--- config.mk ---
export PLATFORM = sky130hd
export DESIGN_NAME = audio_clkgen
export DESIGN_NICKNAME = d
export VERILOG_FILES = /design/src/rtl/acg_pkg.sv /design/src/rtl/acg_lin_div.sv /design/src/rtl/acg_post_div.sv /design/src/rtl/acg_ws_gen.sv /design/src/rtl/audio_clkgen.sv
export SDC_FILE = /design/constraint.sdc
export NUM_CORES = 1
export LEC_CHECK = 0
export BUFFER_PORTS_ARGS = -buffer_cell sky130_fd_sc_hd__clkbuf_2
export CORE_MARGIN = 3
export CORE_UTILIZATION = 30
export CTS_CLUSTER_DIAMETER = 50
export CTS_CLUSTER_SIZE = 14
export DETAILED_ROUTE_END_ITERATION = 8
export MAX_ROUTING_LAYER = met4
export PLACE_DENSITY = 0.53
export SKIP_LAST_GASP = 1
export SYNTH_ARGS = -nofsm -noshare
export SYNTH_HDL_FRONTEND = slang
export SYNTH_SLANG_ARGS = --single-unit
--- constraint.sdc ---
create_clock -name clk -period 4.3 [get_ports clk]
set_clock_uncertainty 0.05 [all_clocks]
set_input_delay 0.645 -clock clk [delete_from_list [all_inputs] [get_ports clk]]
set_output_delay 0.645 -clock clk [all_outputs]
set_load 0.01 [all_outputs]
--- src/rtl/acg_pkg.sv ---
// Package: shared sizing constants and the captured-settings record for
// the audio serial clock generator. Assumes a single source clock domain.
package acg_pkg;
    localparam int DIV_W       = 8;   // width of the linear divide value
    localparam int MIN_DIV     = 2;   // smallest legal divide value
    localparam int BCLK_NARROW = 8;   // master clocks per bit clock, 16-bit slots
    localparam int BCLK_WIDE   = 4;   // master clocks per bit clock, 32-bit slots
    localparam int SLOT_NARROW = 16;  // bit clocks per channel slot, narrow
    localparam int SLOT_WIDE   = 32;  // bit clocks per channel slot, wide

    typedef struct packed {
        logic [DIV_W-1:0] div;
        logic             odd;
        logic             mclk;
        logic             wide;
    } acg_cfg_t;
endpackage

--- src/rtl/acg_lin_div.sv ---
// Module: linear divider with duty reshaping. It divides by 2*N+O and
// gives a high phase of N+O cycles and a low phase of N cycles.
// Assumes N >= 2 (the parent clamps it) and settings held while en is high.
module acg_lin_div #(
    parameter int DIV_W = acg_pkg::DIV_W
) (
    input  logic             clk,
    input  logic             rst_n,
    input  logic             en,
    input  logic [DIV_W-1:0] n_val,
    input  logic             odd,
    output logic             q,
    output logic             rise_tick,
    output logic             fall_tick
);
    localparam int CW = DIV_W + 1;

    logic [CW-1:0] cnt;
    logic [CW-1:0] ratio_m1;
    logic [CW-1:0] hi_len;

    // Derive the period end and the length of the high phase.
    always_comb begin
        ratio_m1 = {n_val, 1'b0} + CW'(odd) - CW'(1);
        hi_len   = {1'b0, n_val} + CW'(odd);
    end

    // Phase counter that wraps once per divided period.
    always_ff @(posedge clk) begin
        if (!rst_n || !en) begin
            cnt <= '0;
        end else if (cnt == ratio_m1) begin
            cnt <= '0;
        end else begin
            cnt <= cnt + CW'(1);
        end
    end

    // Registered reshaped output: high during the first hi_len counts.
    always_ff @(posedge clk) begin
        if (!rst_n || !en) begin
            q <= 1'b0;
        end else begin
            q <= (cnt < hi_len);
        end
    end

    // Edge ticks: asserted in the cycle before q rises or falls.
    assign rise_tick = en && (cnt == '0);
    assign fall_tick = en && (cnt == hi_len);
endmodule

--- src/rtl/acg_post_div.sv ---
// Module: fixed post-divider that makes the bit clock from master-clock
// rising ticks, dividing by BCLK_NARROW or BCLK_WIDE according to the
// slot width. Assumes both ratios are even and the width held while en is high.
module acg_post_div #(
    parameter int NARROW = acg_pkg::BCLK_NARROW,
    parameter int WIDE   = acg_pkg::BCLK_WIDE
) (
    input  logic clk,
    input  logic rst_n,
    input  logic en,
    input  logic wide,
    input  logic tick,
    output logic bclk,
    output logic fall_tick
);
    localparam int MAXH = (NARROW > WIDE) ? NARROW / 2 : WIDE / 2;
    localparam int PW   = (MAXH > 1) ? $clog2(MAXH) : 1;

    logic [PW-1:0] pcnt;
    logic [PW-1:0] half_m1;

    // Select the last count of one half period.
    always_comb begin
        half_m1 = wide ? PW'(WIDE / 2 - 1) : PW'(NARROW / 2 - 1);
    end

    // Count master-clock rising ticks and flip the bit clock at each half.
    always_ff @(posedge clk) begin
        if (!rst_n || !en) begin
            pcnt <= '0;
            bclk <= 1'b0;
        end else if (tick) begin
            pcnt <= (pcnt == half_m1) ? '0 : pcnt + PW'(1);
            if (pcnt == '0) begin
                bclk <= ~bclk;
            end
        end
    end

    // Falling edge of the bit clock occurs on this tick.
    assign fall_tick = tick && (pcnt == '0) && bclk;
endmodule

--- src/rtl/acg_ws_gen.sv ---
// Module: word-select generator. It counts bit-clock falling ticks and
// toggles after one slot of SLOT_NARROW or SLOT_WIDE bits, so it changes
// on the bit-clock falling edge. Assumes the width held while en is high.
module acg_ws_gen #(
    parameter int NARROW = acg_pkg::SLOT_NARROW,
    parameter int WIDE   = acg_pkg::SLOT_WIDE
) (
    input  logic clk,
    input  logic rst_n,
    input  logic en,
    input  logic wide,
    input  logic fall_tick,
    output logic ws
);
    localparam int MAXS = (NARROW > WIDE) ? NARROW : WIDE;
    localparam int SW   = $clog2(MAXS);

    logic [SW-1:0] bcnt;
    logic [SW-1:0] last;

    // Select the last bit index of a slot.
    always_comb begin
        last = wide ? SW'(WIDE - 1) : SW'(NARROW - 1);
    end

    // Count slot bits and toggle word select at the end of each slot.
    always_ff @(posedge clk) begin
        if (!rst_n || !en) begin
            bcnt <= '0;
            ws   <= 1'b0;
        end else if (fall_tick) begin
            if (bcnt == last) begin
                bcnt <= '0;
                ws   <= ~ws;
            end else begin
                bcnt <= bcnt + SW'(1);
            end
        end
    end
endmodule

--- src/rtl/audio_clkgen.sv ---
// Module: audio serial clock generator top. It captures the settings while
// idle, clamps the divide value, and drives the master clock, bit clock and
// word select. Assumes one source clock domain; outputs are registered
// signals, or muxes of them selected by held settings.
module audio_clkgen #(
    parameter int DIV_W = acg_pkg::DIV_W
) (
    input  logic             clk,
    input  logic             rst_n,
    input  logic             en,
    input  logic [DIV_W-1:0] div_n,
    input  logic             odd_sel,
    input  logic             mclk_en,
    input  logic             frame32,
    output logic             mclk_o,
    output logic             bclk_o,
    output logic             ws_o
);
    import acg_pkg::*;

    acg_cfg_t         cfg_q;
    logic [DIV_W-1:0] n_eff;
    logic             lin_q, lin_rise, lin_fall;
    logic             post_bclk, post_fall;
    logic             bclk_fall;

    // Capture the settings on every edge at which the block is idle.
    always_ff @(posedge clk) begin
        if (!rst_n) begin
            cfg_q <= '{div: DIV_W'(MIN_DIV), odd: 1'b0, mclk: 1'b0, wide: 1'b0};
        end else if (!en) begin
            cfg_q <= '{div: div_n, odd: odd_sel, mclk: mclk_en, wide: frame32};
        end
    end

    // Replace divide values below the minimum with the minimum.
    always_comb begin
        n_eff = (cfg_q.div < DIV_W'(MIN_DIV)) ? DIV_W'(MIN_DIV) : cfg_q.div;
    end

    acg_lin_div #(.DIV_W(DIV_W)) u_lin (
        .clk       (clk),
        .rst_n     (rst_n),
        .en        (en),
        .n_val     (n_eff),
        .odd       (cfg_q.odd),
        .q         (lin_q),
        .rise_tick (lin_rise),
        .fall_tick (lin_fall)
    );

    acg_post_div #(.NARROW(BCLK_NARROW), .WIDE(BCLK_WIDE)) u_post (
        .clk       (clk),
        .rst_n     (rst_n),
        .en        (en && cfg_q.mclk),
        .wide      (cfg_q.wide),
        .tick      (lin_rise),
        .bclk      (post_bclk),
        .fall_tick (post_fall)
    );

    // Pick the bit-clock source and its falling tick from the path setting.
    always_comb begin
        mclk_o    = cfg_q.mclk ? lin_q : 1'b0;
        bclk_o    = cfg_q.mclk ? post_bclk : lin_q;
        bclk_fall = cfg_q.mclk ? post_fall : lin_fall;
    end

    acg_ws_gen #(.NARROW(SLOT_NARROW), .WIDE(SLOT_WIDE)) u_ws (
        .clk       (clk),
        .rst_n     (rst_n),
        .en        (en),
        .wide      (cfg_q.wide),
        .fall_tick (bclk_fall),
        .ws        (ws_o)
    );
endmodule

# After elaboration in Yosys (flattened, before gate mapping)

Cells that the tools add are included.

Order comparisons: 2
Reduce and logical (&&, ||, !) cells: 15
$add $sub $neg: 6
Muxes and demuxes: 8
Equal/unequal tests: 4
Bitwise operators: 2

Operator list:

| cell                                                                  | number |
|---|---|
| 9-bit == test                                                         | 2 |
| 5-bit 2-to-1 mux                                                      | 2 |
| 8-bit by 1-bit adder with 9-bit output                                | 1 |
| 9-bit by 1-bit adder with 9-bit output                                | 1 |
| 9-bit by 1-bit adder with 9-bit output (second input constant)        | 1 |
| 9-bit logical NOT                                                     | 1 |
| 9-bit < comparator                                                    | 1 |
| 9-bit by 1-bit subtractor with 9-bit output (second input constant)   | 1 |
| 8-bit by 2-bit < comparator with 1-bit output (second input constant) | 1 |
| 8-bit 2-to-1 mux                                                      | 1 |
| 5-bit by 1-bit adder with 5-bit output (second input constant)        | 1 |
| 5-bit == test                                                         | 1 |
| 1-bit logical AND                                                     | 5 |
| 2-bit 2-to-1 mux                                                      | 2 |
| 2-bit AND reduction                                                   | 2 |
| 1-bit logical NOT                                                     | 3 |
| 1-bit 2-to-1 mux                                                      | 3 |
| 2-bit by 1-bit adder with 2-bit output (second input constant)        | 1 |
| 2-bit == test                                                         | 1 |
| 2-bit logical NOT                                                     | 1 |
| 1-bit logical OR                                                      | 2 |
| 1-bit NOT                                                             | 2 |
| 2-bit OR reduction                                                    | 1 |

Bits in registers: 30
Word-level logic and storage cells: 47

# Logic depth before layout (Yosys ltp)

Depth after elaboration: 7
Gate-level depth with buffers: 17
Mapped depth without buffers: 15

# Modules after synthesis

A second synthesis with hierarchy kept.

Cell total of the unflattened synthesis: 227
Area, all modules: 2018.2 um2

Modules (own cells, without submodules):

| module       | area an instance (um2) | cells each | instances |
|---|---|---|---|
| acg_lin_div  | 1088.5                 | 133        | 1 |
| audio_clkgen | 503.0                  | 50         | 1 |
| acg_ws_gen   | 259.0                  | 27         | 1 |
| acg_post_div | 167.7                  | 17         | 1 |

# Least setup slack after synthesis

OpenSTA, ideal clock, no wires.

Kind: flip-flop to flip-flop
Start: register cfg_q[5] (netlist name)
End: register u_ws.bcnt[3]
Setup slack: 1264 ps
Required time: 4162 ps
Stages on the path, launching flop included: 17
Data arrival time: 2898 ps
Library setup time: 88 ps
Cell sequence: dfxtp_1 > clkbuf_1 > nor4_4 > nand2_1 > nand2_1 > inv_1 > ha_1 > ha_1 > and3_1 > xnor2_1 > ha_1 > nand3_1 > nor3_1 > a41o_1 > buf_6 > a41oi_2 > a311oi_2

Longest elaborated chain between the ends: 6

RTL lines:

| item                                          | RTL line           | text |
|---|---|---|
| from (decl)                                   | audio_clkgen.sv:21 | `acg_cfg_t cfg_q;` |
| from (signal assigned)                        | audio_clkgen.sv:30 | `cfg_q <= '{div: DIV_W'(MIN_DIV), odd: 1'b0, mclk: 1'b0, wide: 1'b0};` |
| from (signal assigned)                        | audio_clkgen.sv:32 | `cfg_q <= '{div: div_n, odd: odd_sel, mclk: mclk_en, wide: frame32};` |
| 8-bit by 2-bit < comparator with 1-bit output | audio_clkgen.sv:38 | `n_eff = (cfg_q.div < DIV_W'(MIN_DIV)) ? DIV_W'(MIN_DIV) : cfg_q.div;` |
| 8-bit 2-to-1 mux *                            | audio_clkgen.sv:38 |  |
| 8-bit by 1-bit adder with 9-bit output *      | acg_lin_div.sv:25  | `hi_len = {1'b0, n_val} + CW'(odd);` |
| 9-bit == test *                               | acg_lin_div.sv:50  | `assign fall_tick = en && (cnt == hi_len);` |
| 1-bit logical AND *                           | acg_lin_div.sv:50  |  |
| 1-bit 2-to-1 mux *                            | audio_clkgen.sv:66 | `bclk_fall = cfg_q.mclk ? post_fall : lin_fall;` |
| to (signal assigned)                          | acg_ws_gen.sv:36   | `bcnt <= bcnt + SW'(1);` |
| to (decl)                                     | acg_ws_gen.sv:18   | `logic [SW-1:0] bcnt;` |

Mark *: on every way between the ends. The rest lies on a longest branch, timed or not.
A chain may end at the register's enable or synchronous reset.

# Final worst setup path

Start: register cfg_q[5] (netlist name)
End: register u_ws.bcnt[4]

The elaborated chain is that of the path after synthesis.

==> key figures <==
Outcome
  – Status: complete, no violations

Synth
  – Syn nets: 245
  – Ys flop type: dfxtp_1
  – Synthesis-stage register bit count: 30
  – Synth async-reset ratio: 0
  – Syn_area_per_cell: 9.16 µm²
  – Post-synthesis compound-gate area fraction: 0.0889
  – Yosys warns: 0
  – Main combinational cell family by area after synthesis: simple AND/OR/NAND/NOR gates
  – Area share of fa/ha/maj cells after synthesis: 0.102
  – Xor/xnor cell area share of the yosys netlist: 0.129
  – EDFF count, synth: 0
  – Post-synthesis mux area share: 0.0820
  – Netlist cell types: 42
  – Post-Synth Simple-Gate Area: 0.252
  – Seq/Total Area, Yosys: 0.305
  – Mapped Cells: approximately 220
  – Mapped Area: 1970 µm²

Floorplan
  – Starting Density: 0.321
  – Die area: 7570 µm²
  – Die W: 87.0 µm
  – Ports: 17
  – FP Rows: 28
  – Placeable Area: 6130 µm²
  – Vert. Die Dim: 87.0 µm

STA
  – Max Slew Vio Count: 0
  – Fin. Hold Viols: 0
  – # setup viols final: 0
  – Slew @ Worst Pin: roughly 0.63 ns
  – Fmax: 0.301 GHz
  – Period utilization: 0.774
  – RSZ-0062 raised after global routing: no
  – Min Tclk post-route: 3.33 ns
  – Fin Setup TNS: 0 ns
  – Slew headroom: 0.576
  – Min Hold Slack: 0.454 ns

Power
  – Power density over cell area: between 200 and 300 nW/µm²
  – Maximum vdd drop: 0.150 mV
  – Sw frac: 0.272
  – Sequential share of power: 0.480
  – Gate power share: 0.141
  – Clock power frac: 0.379
  – Internal: 0.458 mW
  – P_sw: 0.171 mW
  – Cell leakage power: 0.885 nW

Flow run
  – Max_cap viols: 0

Cells and area
  – Fill cells: 619
  – Commonest cells after routing, fill and taps aside: dfxtp_1 (30), xnor2_1 (17), ha_1 (16), clkbuf_2 (16), mux2i_1 (15)
  – FF/Latch Area: 601 µm²
  – Fin util: 0.358
  – Nets@finish: 259
  – Commonest non-fill, non-tap cell in the layout: dfxtp_1
  – Share of cells above drive strength 1: 0.148
  – Synth-to-Final Area Change: 11.4%
  – Area of the multi-input gates: 1290 µm²
  – Inserted Diodes: 0

CTS
  – CTS Buf Count: 5
  – Clk buf depth: 2
  – H-Tree Depth: 2
  – Later-pin clock latency in the skew report: 0.29 ns
  – TritonCTS clock tree: yes
  – Setup bufs post-CTS: 0
  – TritonCTS Sinks: 30
  – Post-cts hold buffer count: 0
  – Clock transition at path regs: approximately 0.070 ns
  – Post-CTS Resized: 0
  – Root buf cell: clkbuf_8

GRT
  – Pin count of the biggest net entering global routing: 18
  – First-pass GRT wire length: 7050 µm
  – Tot GR Track Use: 0.122
  – Congestion Overflow GR: 0
  – Initial antenna violation count: 0
  – Vias in the first global route: 1416

Placement
  – Gpl congestion: 0.791
  – IO buf count: 16
  – Detailed placer's ending HPWL: a little under 3000 µm

Detailed routing
  – Post-Route WL: 3990 µm
  – Drt first pass iters: 4
  – DR vias: 1498
  – Post-DRT Antenna Nets: 0
  – Routed vias/inst: around 4.9
  – Drt first-iter violations: 62
  – Residual DRC: 0
  – DR WL/cell: 13.1 µm

Critical path
  – Worst Path Required: 4.48 ns
  – Crit Path Max Fanout: 9
  – Worst endpoint data arrival time: 3.51 ns
  – Critical path class: reg -> reg
  – Crit start category: flop
  – Setup crit end kind: flop

Min path
  – Min-Delay Path Class: reg -> reg
[cell families (layout without fill, tap and decap cells)]
group | Yosys count | in the layout
and+or+nand+nor | 82 | 82
DFF | 30 | 30
xor gates and xnor gates | 29 | 29
AOI/OAI and AO/OA | 22 | 22
buffers and inverters | 20 | 35
adders and majority gates | 16 | 16
muxes | 16 | 16
[registers in the layout, summed over array words and instances (netlist names)]
| signal | cells |
|---|---|
| cfg_q | 11 |
| u_post.pcnt | 2 |
| u_lin.q | 1 |
| u_post.bclk | 1 |
| u_ws.bcnt | 5 |
| u_lin.cnt | 9 |
| u_ws.ws | 1 |
[metal layers]
layer,GRT usage,vias up,share of wire
met5,-,-,0
met2,0.170,20,0.42
met3,0.0284,7,0.029
li1,-,785,-
met4,0.0467,0,0.018
met1,0.168,686,0.54
[per-stage QoR]
step                setup slack [ns]  total power, mW  cells  area [µm²]
floorplan                       1.26            0.375    215        1970
global placement                1.09            0.398    297        2100
detailed placement             0.976            0.398    297        2100
CTS                            0.963            0.637    305        2190
global route                   0.608            0.661    305        2190
finish                         0.973            0.629    305        2190
[power by group through the flow]
stage          combinational (mW)  sequential [mW]  clock (mW)
3_5_place_dp               0.0896            0.308           0
4_1_cts                    0.0897            0.302       0.246
6_report                   0.0887            0.302       0.238
3_3_place_gp               0.0901            0.308           0
2_1_floorplan              0.0763            0.299           0
5_1_grt                     0.101            0.303       0.256
[critical path, stage by stage (launching register included)]
cell and delay, ns:
dfxtp_1 0.42, nor4_4 0.45, nand2_1 0.09, nand2_1 0.10, inv_1 0.04, ha_1 0.18
ha_1 0.21, and3_1 0.20, xnor2_1 0.13, ha_1 0.30, nand3_1 0.10, nor3_1 0.24
a41o_1 0.33, nand2b_1 0.12, nor4_1 0.19, a41o_1 0.13
[cell usage after synthesis (all sizes together), types with 2 or more instances]
cell type / count / area (µm²)
a211oi: 3 / 22.5
a21oi: 2 / 10.0
a31oi: 2 / 12.5
a41o: 2 / 20.0
and3: 3 / 18.8
buf: 2 / 15.0
clkbuf: 7 / 26.3
dfxtp: 30 / 601
ha: 16 / 200
inv: 11 / 41.3
mux2i: 15 / 150
nand2: 11 / 41.3
nand2b: 2 / 12.5
nand3: 11 / 55.1
nand4: 6 / 37.5
nor2: 12 / 45.0
nor2b: 12 / 75.1
nor3: 12 / 65.1
nor3b: 3 / 27.5
nor4: 4 / 70.1
o21ai: 4 / 20.0
o2bb2ai: 2 / 17.5
or4: 2 / 18.8
xnor2: 17 / 149
xor2: 12 / 105
[worst paths after layout]
| check | startpoint | slack [ns] | endpoint | cells past startpoint |
|---|---|---|---|---|
| setup reg to reg | cfg_q[5] | 0.97 | u_ws.bcnt[4] | 15 |
| hold / removal | u_post.pcnt[0] | 0.45 | u_post.pcnt[1] | 1 |
| setup / recovery | cfg_q[5] | 0.97 | u_ws.bcnt[4] | 15 |
| hold reg to reg | u_post.pcnt[0] | 0.45 | u_post.pcnt[1] | 1 |
[cell type report]
| cell class | count | share of cell area |
|---|---|---|
| clock inverters | 1 | 0.00228 |
| clock buffers | 7 | 0.0394 |
| well taps | 75 | 0.0428 |
| multi-input cells | 165 | 0.586 |
| flip-flops and latches | 30 | 0.274 |
| repair buffers | 16 | 0.0365 |
| inverters | 11 | 0.0188 |
(Power assumes the default switching activity.)
